`src/rtl/ht_pkg.sv`:
```
package ht_pkg;

  typedef enum logic [1:0] {
    OP_LOOKUP     = 2'd0,
    OP_INSERT     = 2'd1,
    OP_REMOVE     = 2'd2,
    OP_LOOKUP_ALT = 2'd3
  } htOp_e;

  typedef enum logic [1:0] {
    ST_OK   = 2'd0,
    ST_MISS = 2'd1,
    ST_FULL = 2'd2
  } htStatus_e;

  // strobes from control to datapath
  typedef struct packed {
    logic      loadCmd;
    logic      advance;
    logic      latchCtx;
    logic      setRsp;
    htStatus_e rspCode;
    logic      ramEn;
    logic      ramWe;
    logic      addrHdl;
    logic      dataZero;
    logic      clearing;
    logic      clrStep;
  } htStrobe_t;

  // fold handle bits modulo idxW, then optionally mix the channel
  function automatic logic [31:0] htHash(input logic [31:0] handle,
                                         input logic [31:0] chan,
                                         input logic [1:0]  mode,
                                         input int          idxW);
    logic [31:0] acc;
    acc = '0;
    for (int i = 0; i < 32; i++) acc[i % idxW] = acc[i % idxW] ^ handle[i];
    if (mode < 2'd2) acc = acc ^ (chan << (idxW - 4));
    return acc & ((32'd1 << idxW) - 32'd1);
  endfunction

endpackage

```
`src/rtl/ht_ram.sv`:
```
module ht_ram #(
  parameter int ADDR_W = 7,
  parameter int DATA_W = 32
) (
  input  logic              clk,
  input  logic              en,
  input  logic              we,
  input  logic [ADDR_W-1:0] addr,
  input  logic [DATA_W-1:0] wdata,
  output logic [DATA_W-1:0] rdata
);
  localparam int DEPTH = 1 << ADDR_W;

  logic [DATA_W-1:0] mem [DEPTH];

  always_ff @(posedge clk) begin
    if (en) begin
      if (we) mem[addr] <= wdata;
      else    rdata     <= mem[addr];
    end
  end
endmodule

```
`src/rtl/ht_datapath.sv`:
```
module ht_datapath
  import ht_pkg::*;
#(
  parameter int IDX_W  = 6,
  parameter int CHAN_W = 5
) (
  input  logic              clk,
  input  logic              rstN,
  input  htStrobe_t         st,
  input  logic [1:0]        mode,
  input  logic [1:0]        cmdOp,
  input  logic [31:0]       cmdHandle,
  input  logic [CHAN_W-1:0] cmdChan,
  input  logic [31:0]       cmdCtx,
  output htOp_e             opR,
  output logic              isValid,
  output logic              handleMatch,
  output logic              lapDone,
  output logic              clrLast,
  output logic [1:0]        rspStatus,
  output logic [IDX_W-1:0]  rspSlot,
  output logic [31:0]       rspCtx
);
  localparam int WORD_W = IDX_W + 1;

  logic [1:0]        modeR;
  logic [31:0]       handleR;
  logic [31:0]       ctxInR;
  logic [31:0]       ctxSeen;
  logic [IDX_W-1:0]  startSlot;
  logic [IDX_W-1:0]  slot;
  logic [IDX_W-1:0]  nextSlot;
  logic [IDX_W-1:0]  hashSlot;
  logic [WORD_W-1:0] clrCnt;
  logic [WORD_W-1:0] ramAddr;
  logic [31:0]       ramWdata;
  logic [31:0]       ramRdata;

  assign hashSlot = IDX_W'(htHash(cmdHandle, 32'(cmdChan), mode, IDX_W));
  assign nextSlot = slot + 1'b1;   // wraps from last slot to 0
  assign lapDone  = (nextSlot == startSlot);
  assign clrLast  = &clrCnt;

  // handle word at even address, context word at odd address
  assign ramAddr  = st.clearing ? clrCnt : {slot, ~st.addrHdl};
  assign ramWdata = (st.clearing || st.dataZero) ? 32'd0 :
                    (st.addrHdl ? handleR : ctxInR);

  assign isValid     = (modeR == 2'd0) ? ramRdata[31] : (ramRdata != 32'd0);
  assign handleMatch = (ramRdata == handleR);

  ht_ram #(.ADDR_W(WORD_W), .DATA_W(32)) uRam (
    .clk  (clk),
    .en   (st.ramEn),
    .we   (st.ramWe),
    .addr (ramAddr),
    .wdata(ramWdata),
    .rdata(ramRdata)
  );

  always_ff @(posedge clk) begin
    if (!rstN) begin
      opR       <= OP_LOOKUP;
      modeR     <= '0;
      handleR   <= '0;
      ctxInR    <= '0;
      ctxSeen   <= '0;
      startSlot <= '0;
      slot      <= '0;
      clrCnt    <= '0;
      rspStatus <= '0;
      rspSlot   <= '0;
      rspCtx    <= '0;
    end else begin
      if (st.loadCmd) begin
        opR       <= htOp_e'(cmdOp);
        modeR     <= mode;
        handleR   <= cmdHandle;
        ctxInR    <= (mode == 2'd0) ? (cmdCtx | 32'h8000_0000) : cmdCtx;
        startSlot <= hashSlot;
        slot      <= hashSlot;
      end
      if (st.advance)  slot    <= nextSlot;
      if (st.latchCtx) ctxSeen <= ramRdata;
      if (st.clrStep)  clrCnt  <= clrCnt + 1'b1;
      if (st.setRsp) begin
        rspStatus <= st.rspCode;
        rspSlot   <= slot;
        if (st.rspCode != ST_OK)   rspCtx <= 32'd0;
        else if (opR == OP_INSERT) rspCtx <= ctxInR;
        else                       rspCtx <= ctxSeen;
      end
    end
  end
endmodule

```
`src/rtl/ht_control.sv`:
```
module ht_control
  import ht_pkg::*;
(
  input  logic      clk,
  input  logic      rstN,
  input  logic      cmdValid,
  output logic      cmdReady,
  output logic      rspValid,
  input  htOp_e     opR,
  input  logic      isValid,
  input  logic      handleMatch,
  input  logic      lapDone,
  input  logic      clrLast,
  output htStrobe_t st
);
  typedef enum logic [2:0] {
    S_CLR, S_IDLE, S_RDCTX, S_CHKCTX, S_CHKHDL, S_WRHDL, S_WRCTX, S_RESP
  } htState_e;

  htState_e state, stateNxt;
  logic isInsert, isRemove;

  assign isInsert = (opR == OP_INSERT);
  assign isRemove = (opR == OP_REMOVE);
  assign cmdReady = (state == S_IDLE);
  assign rspValid = (state == S_RESP);

  always_ff @(posedge clk) begin
    if (!rstN) state <= S_CLR;
    else       state <= stateNxt;
  end

  always_comb begin
    st         = '0;
    st.rspCode = ST_OK;
    stateNxt   = state;
    unique case (state)
      S_CLR: begin
        st.clearing = 1'b1;
        st.ramEn    = 1'b1;
        st.ramWe    = 1'b1;
        st.clrStep  = 1'b1;
        if (clrLast) stateNxt = S_IDLE;
      end
      S_IDLE: begin
        if (cmdValid) begin
          st.loadCmd = 1'b1;
          stateNxt   = S_RDCTX;
        end
      end
      S_RDCTX: begin
        st.ramEn = 1'b1;            // read context word
        stateNxt = S_CHKCTX;
      end
      S_CHKCTX: begin
        st.latchCtx = 1'b1;
        st.ramEn    = 1'b1;         // prefetch handle word of same slot
        st.addrHdl  = 1'b1;
        if (isInsert ? !isValid : isValid) begin
          stateNxt = isInsert ? S_WRHDL : S_CHKHDL;
        end else if (lapDone) begin
          st.setRsp  = 1'b1;
          st.rspCode = isInsert ? ST_FULL : ST_MISS;
          stateNxt   = S_RESP;
        end else begin
          st.advance = 1'b1;
          stateNxt   = S_RDCTX;
        end
      end
      S_CHKHDL: begin
        if (handleMatch) begin
          if (isRemove) stateNxt = S_WRHDL;
          else begin
            st.setRsp = 1'b1;
            stateNxt  = S_RESP;
          end
        end else if (lapDone) begin
          st.setRsp  = 1'b1;
          st.rspCode = ST_MISS;
          stateNxt   = S_RESP;
        end else begin
          st.advance = 1'b1;
          stateNxt   = S_RDCTX;
        end
      end
      S_WRHDL: begin
        st.ramEn    = 1'b1;
        st.ramWe    = 1'b1;
        st.addrHdl  = 1'b1;
        st.dataZero = isRemove;
        stateNxt    = S_WRCTX;
      end
      S_WRCTX: begin
        st.ramEn    = 1'b1;
        st.ramWe    = 1'b1;
        st.dataZero = isRemove;
        st.setRsp   = 1'b1;
        stateNxt    = S_RESP;
      end
      S_RESP: stateNxt = S_IDLE;
      default: stateNxt = S_CLR;
    endcase
  end
endmodule

```
`src/rtl/handle_hash_engine.sv`:
```
module handle_hash_engine
  import ht_pkg::*;
#(
  parameter int IDX_W  = 6,   // at least 4
  parameter int CHAN_W = 5
) (
  input  logic              clk,
  input  logic              rstN,
  input  logic [1:0]        mode,
  input  logic              cmdValid,
  output logic              cmdReady,
  input  logic [1:0]        cmdOp,
  input  logic [31:0]       cmdHandle,
  input  logic [CHAN_W-1:0] cmdChan,
  input  logic [31:0]       cmdCtx,
  output logic              rspValid,
  output logic [1:0]        rspStatus,
  output logic [IDX_W-1:0]  rspSlot,
  output logic [31:0]       rspCtx
);
  htStrobe_t st;
  htOp_e     opR;
  logic      isValid, handleMatch, lapDone, clrLast;

  ht_control uCtl (
    .clk        (clk),
    .rstN       (rstN),
    .cmdValid   (cmdValid),
    .cmdReady   (cmdReady),
    .rspValid   (rspValid),
    .opR        (opR),
    .isValid    (isValid),
    .handleMatch(handleMatch),
    .lapDone    (lapDone),
    .clrLast    (clrLast),
    .st         (st)
  );

  ht_datapath #(.IDX_W(IDX_W), .CHAN_W(CHAN_W)) uDp (
    .clk        (clk),
    .rstN       (rstN),
    .st         (st),
    .mode       (mode),
    .cmdOp      (cmdOp),
    .cmdHandle  (cmdHandle),
    .cmdChan    (cmdChan),
    .cmdCtx     (cmdCtx),
    .opR        (opR),
    .isValid    (isValid),
    .handleMatch(handleMatch),
    .lapDone    (lapDone),
    .clrLast    (clrLast),
    .rspStatus  (rspStatus),
    .rspSlot    (rspSlot),
    .rspCtx     (rspCtx)
  );
endmodule

```
`config.mk`:
```
export PLATFORM = sky130hd
export DESIGN_NAME = handle_hash_engine
export DESIGN_NICKNAME = d
export VERILOG_FILES = /design/src/rtl/ht_pkg.sv /design/src/rtl/ht_ram.sv /design/src/rtl/ht_datapath.sv /design/src/rtl/ht_control.sv /design/src/rtl/handle_hash_engine.sv
export SDC_FILE = /design/constraint.sdc
export NUM_CORES = 2
export LEC_CHECK = 0
export ABC_AREA = 0
export BUFFER_PORTS_ARGS = -buffer_cell sky130_fd_sc_hd__clkbuf_2
export CORE_AREA = 4 4 605 607
export DETAILED_ROUTE_END_ITERATION = 16
export DIE_AREA = 0 0 609 611
export MAX_ROUTING_LAYER = met4
export PLACE_DENSITY = 0.58
export SLEW_MARGIN = 20
export SYNTH_ARGS = -nofsm -noshare
export SYNTH_HDL_FRONTEND = slang
export SYNTH_SLANG_ARGS = --single-unit
```
`constraint.sdc`:
```
create_clock -name clk -period 14.1 [get_ports clk]
set_input_delay 2.115 -clock clk [delete_from_list [all_inputs] [get_ports clk]]
set_output_delay 2.115 -clock clk [all_outputs]
set_load 0.01 [all_outputs]
```
==> impl_metrics.tcl <==
set metrics [dict create \
    cp_common_cell "buf_4" \
    grt_max_degree 129 \
    routedWlPerCell_um 33.90 \
    synth-main-ff-cell "edfxtp_1" \
    sw_frac_of_total_pct 21.95 \
    cts_max_level 5 \
    fmaxAchievable_mhz 158.5 \
    via_count 95260 \
    status "finished clean" \
    fin_crit_sh_pct 44.75 \
    io_pins 118 \
    criticalPathCategory "reg2reg" \
    setup_tns_ns 0 \
    rsz0062_at_grt "no" \
    top_layer "met4" \
    yosys_warnings 0 \
    ys_top_cells_by_count "edfxtp_1 (4128), nand2_1 (1095), a21oi_1 (653), a22oi_1 (425), a22o_1 (382)" \
    hold_buffers 0 \
    cts_buffers 429 \
    holdWs_ns 0.4583 \
    cts_setup_buffers 0 \
    critPathLaunchType "flop" \
    num-nets-final 9957 \
    synth_area_um2 161800 \
    crit_buf_inv 3 \
    insertion_delay_ns 0.98 \
    pwr_density_cell_nw_per_um2 142.3 \
    hpwlAfterDp_um 285500 \
    fp.dieArea_um2 372100 \
    place.gp.congestion 0.8645 \
    p_switching_w 0.005761 \
    viasPerCell 6.305 \
    stdcell_count 15110 \
    areaGrowthSynthToFinish_pct 13.96 \
    finalHoldViolCount 0 \
    syn_area_per_cell_um2 16.88 \
    path_delay_family "simple AND/OR/NAND/NOR gates" \
    antenna_found_initial 34 \
    tightest_slew_ns 1.200 \
    yosys-top-cells-area "edfxtp_1 (77%), nand2_1 (2.5%), mux2_2 (2.3%)" \
    synth_top_area_share_pct 76.59 \
    finClkSkew_ns 0.06590 \
    power.share.sequential_pct 52.6 \
    synthArstFlopShare_pct 0 \
    crit_chain "or4b_1 > and2_4 > buf_4 > buf_4 > buf_4 > nand2_1 > a21oi_1 > o41ai_1 > a41oi_2 > or4_1" \
    drt-total-wl_um 512200 \
    arrival_ns 7.00 \
    die_h_um 611 \
    antenna_left 0 \
    synth_nets 9667 \
    cpMaxStageDelayCell "o41ai_1" \
    synth_enable_flop_cells 4128 \
    met1_length_um 201700 \
    fin_total_pwr_w 0.02624 \
    initial_core_util_pct 44.82 \
    finalSetupViolations 0 \
    final_util_pct 51.08 \
    yosysMostFrequentCell "edfxtp_1" \
    synth.distinct_cells 65 \
    drv_slew 0 \
    layout-drive-gt1-share_pct 16.40 \
    p_int_w 0.02048 \
    pwr-share-clk_pct 42.0 \
    postSynthCellCount 9589 \
    synth-seq-area-share_pct 78.59 \
    firstDrtPassIters 8 \
    ir_drop_mv 0.1072 \
    power.leakage_nw 51.89 \
    fin_crit_ns 6.310 \
    track_usage_pct 27.43 \
    end_kind "flop" \
    cts_tree "done" \
    met3_length_um 54970 \
    synth_seq_cells 4290 \
    portBuffers 116 \
    slew_headroom_pct 18.92 \
    hold_path_class "reg2reg" \
    clk_pin_slew_ns 0.06 \
    wl_met2_um 237100 \
    post_cts_resized 0 \
    grt_pass1_wl_um 707500 \
    power_frac_comb_pct 5.4 \
    grt_remaining_overflow 0 \
    drc 0 \
    clockBufferDepth 4 \
    drtIter0Drc 14420 \
    cap_violations 0 \
    fp.dieW_um 609 \
    synth_top_area_cell "edfxtp_1" \
    crit_fanout 81 \
    worst_path_largest_cell_delay_ns 1.01 \
    num_rows 221 \
    dp_cells 14240 \
    clock_sinks 4290 \
    cts_root_buffer "clkbuf_16" \
    critPathRequiredTime_ns 14.79 \
    core_um2 361100 \
    grt_pass1_vias 91060 \
]
==> registers in the layout, summed over array words and instances, names as in the netlist <==
name            count
uDp.handleR        32
uDp.uRam.mem     4096
uDp.modeR           2
uDp.rspStatus       2
uDp.startSlot       6
uDp.clrCnt          7
uDp.slot            6
uDp.rspCtx         32
uDp.rspSlot         6
uDp.uRam.rdata     32
uDp.ctxSeen        32
uDp.ctxInR         32
uCtl.state          3
uDp.opR             2
==> power by group through the flow <==
stage / registers [W] / logic, W / clock network (W)
2_1_floorplan: 0.0141 / 0.000836 / 0
3_3_place_gp: 0.0141 / 0.00139 / 0
3_5_place_dp: 0.0141 / 0.00139 / 0
4_1_cts: 0.0138 / 0.00140 / 0.0111
5_1_grt: 0.0138 / 0.00149 / 0.0117
6_report: 0.0138 / 0.00141 / 0.0110
==> worst register-to-register path: stages, from the launching register on <==
cell	delay, ns
dfxtp_1	0.57
or4b_1	0.74
and2_4	0.44
buf_4	0.45
buf_4	0.43
buf_4	0.52
nand2_1	0.30
a21oi_1	0.09
o41ai_1	1.01
a41oi_2	0.80
or4_1	0.71
==> metal layers <==
| layer | GRT usage [%] | up-vias |
|---|---|---|
| met2 | 41.99 | 5442 |
| met1 | 36.89 | 49600 |
| met4 | 9.158 | 0 |
| met5 | - | - |
| met3 | 5.650 | 749 |
| li1 | - | 39460 |
==> cell type report <==
type,count,area (um2)
Multi-Input combinational cell,4645,33690
Inverter,9,35.03
Timing Repair Buffer,504,3829
Sequential cell,4290,127200
Fill cell,29370,176700
Tap cell,4794,5998
Antenna cell,76,190.2
Clock buffer,546,11510
Clock inverter,244,1996
==> kinds of logic (layout without fill, tap and decap cells) <==
kind of cell,Yosys count,after routing,synth area share [%]
other,0,76,0
buffers and inverters,654,1303,1.732
adder cells (fa/ha/maj),3,3,0.02164
flip-flops,4290,4290,78.59
AND/OR/NAND/NOR,1468,1468,3.695
multiplexers,684,684,4.485
XOR/XNOR,80,80,0.4329
AO/OA/AOI/OAI,2410,2410,11.04
==> metrics by stage <==
step	area [um2]	setup WS [ns]
5_1_grt	184400	7.578
2_1_floorplan	161800	8.222
3_3_place_gp	170600	7.916
4_1_cts	184200	7.948
6_report	184500	7.790
3_5_place_dp	170700	7.965
==> layout by cell type, fill, tap and decap left out, types with 8 or more instances in the layout <==
cell and count:
a41o_1 25, o41ai_2 16, clkbuf_2 118, nor2_4 130, o21ai_0 8, a41oi_2 10
edfxtp_1 4128, a22oi_1 425, a22o_1 382, a31oi_1 200, clkinv_1 102, nand2_1 1080
or4_1 18, mux2_2 330, nand2_2 15, dfxtp_1 162, a21oi_1 620, nand3_1 15
nand4_1 36, a222oi_1 247, nor4_2 15, a41oi_1 15, diode_2 76, mux2i_1 354
bufinv_16 24, xnor2_1 71, nor2_1 62, o41ai_1 191, a211oi_1 33, o22a_1 156
nor4_1 53, buf_4 363, xor2_1 9, a21oi_4 33, clkbuf_1 95, buf_12 22
clkbuf_16 441, inv_1 8, clkinvlp_4 14, clkinv_2 80
==> final timing paths <==
path                            cells after the start                            to  slack [ns]                    startpoint
worst max register to register                     10  uDp.uRam.rdata[30]$_DFFE_PP_        7.79    uCtl.state[2]$_SDFFE_PN0P_
worst min register to register                      2  uDp.ctxSeen[26]$_SDFFE_PN0P_        0.46  uDp.ctxSeen[26]$_SDFFE_PN0P_
worst min-delay path                                2  uDp.ctxSeen[26]$_SDFFE_PN0P_        0.46  uDp.ctxSeen[26]$_SDFFE_PN0P_
worst max-delay path                               10  uDp.uRam.rdata[30]$_DFFE_PP_        7.79    uCtl.state[2]$_SDFFE_PN0P_
Note: power is estimated with default switching activity, not from simulation.
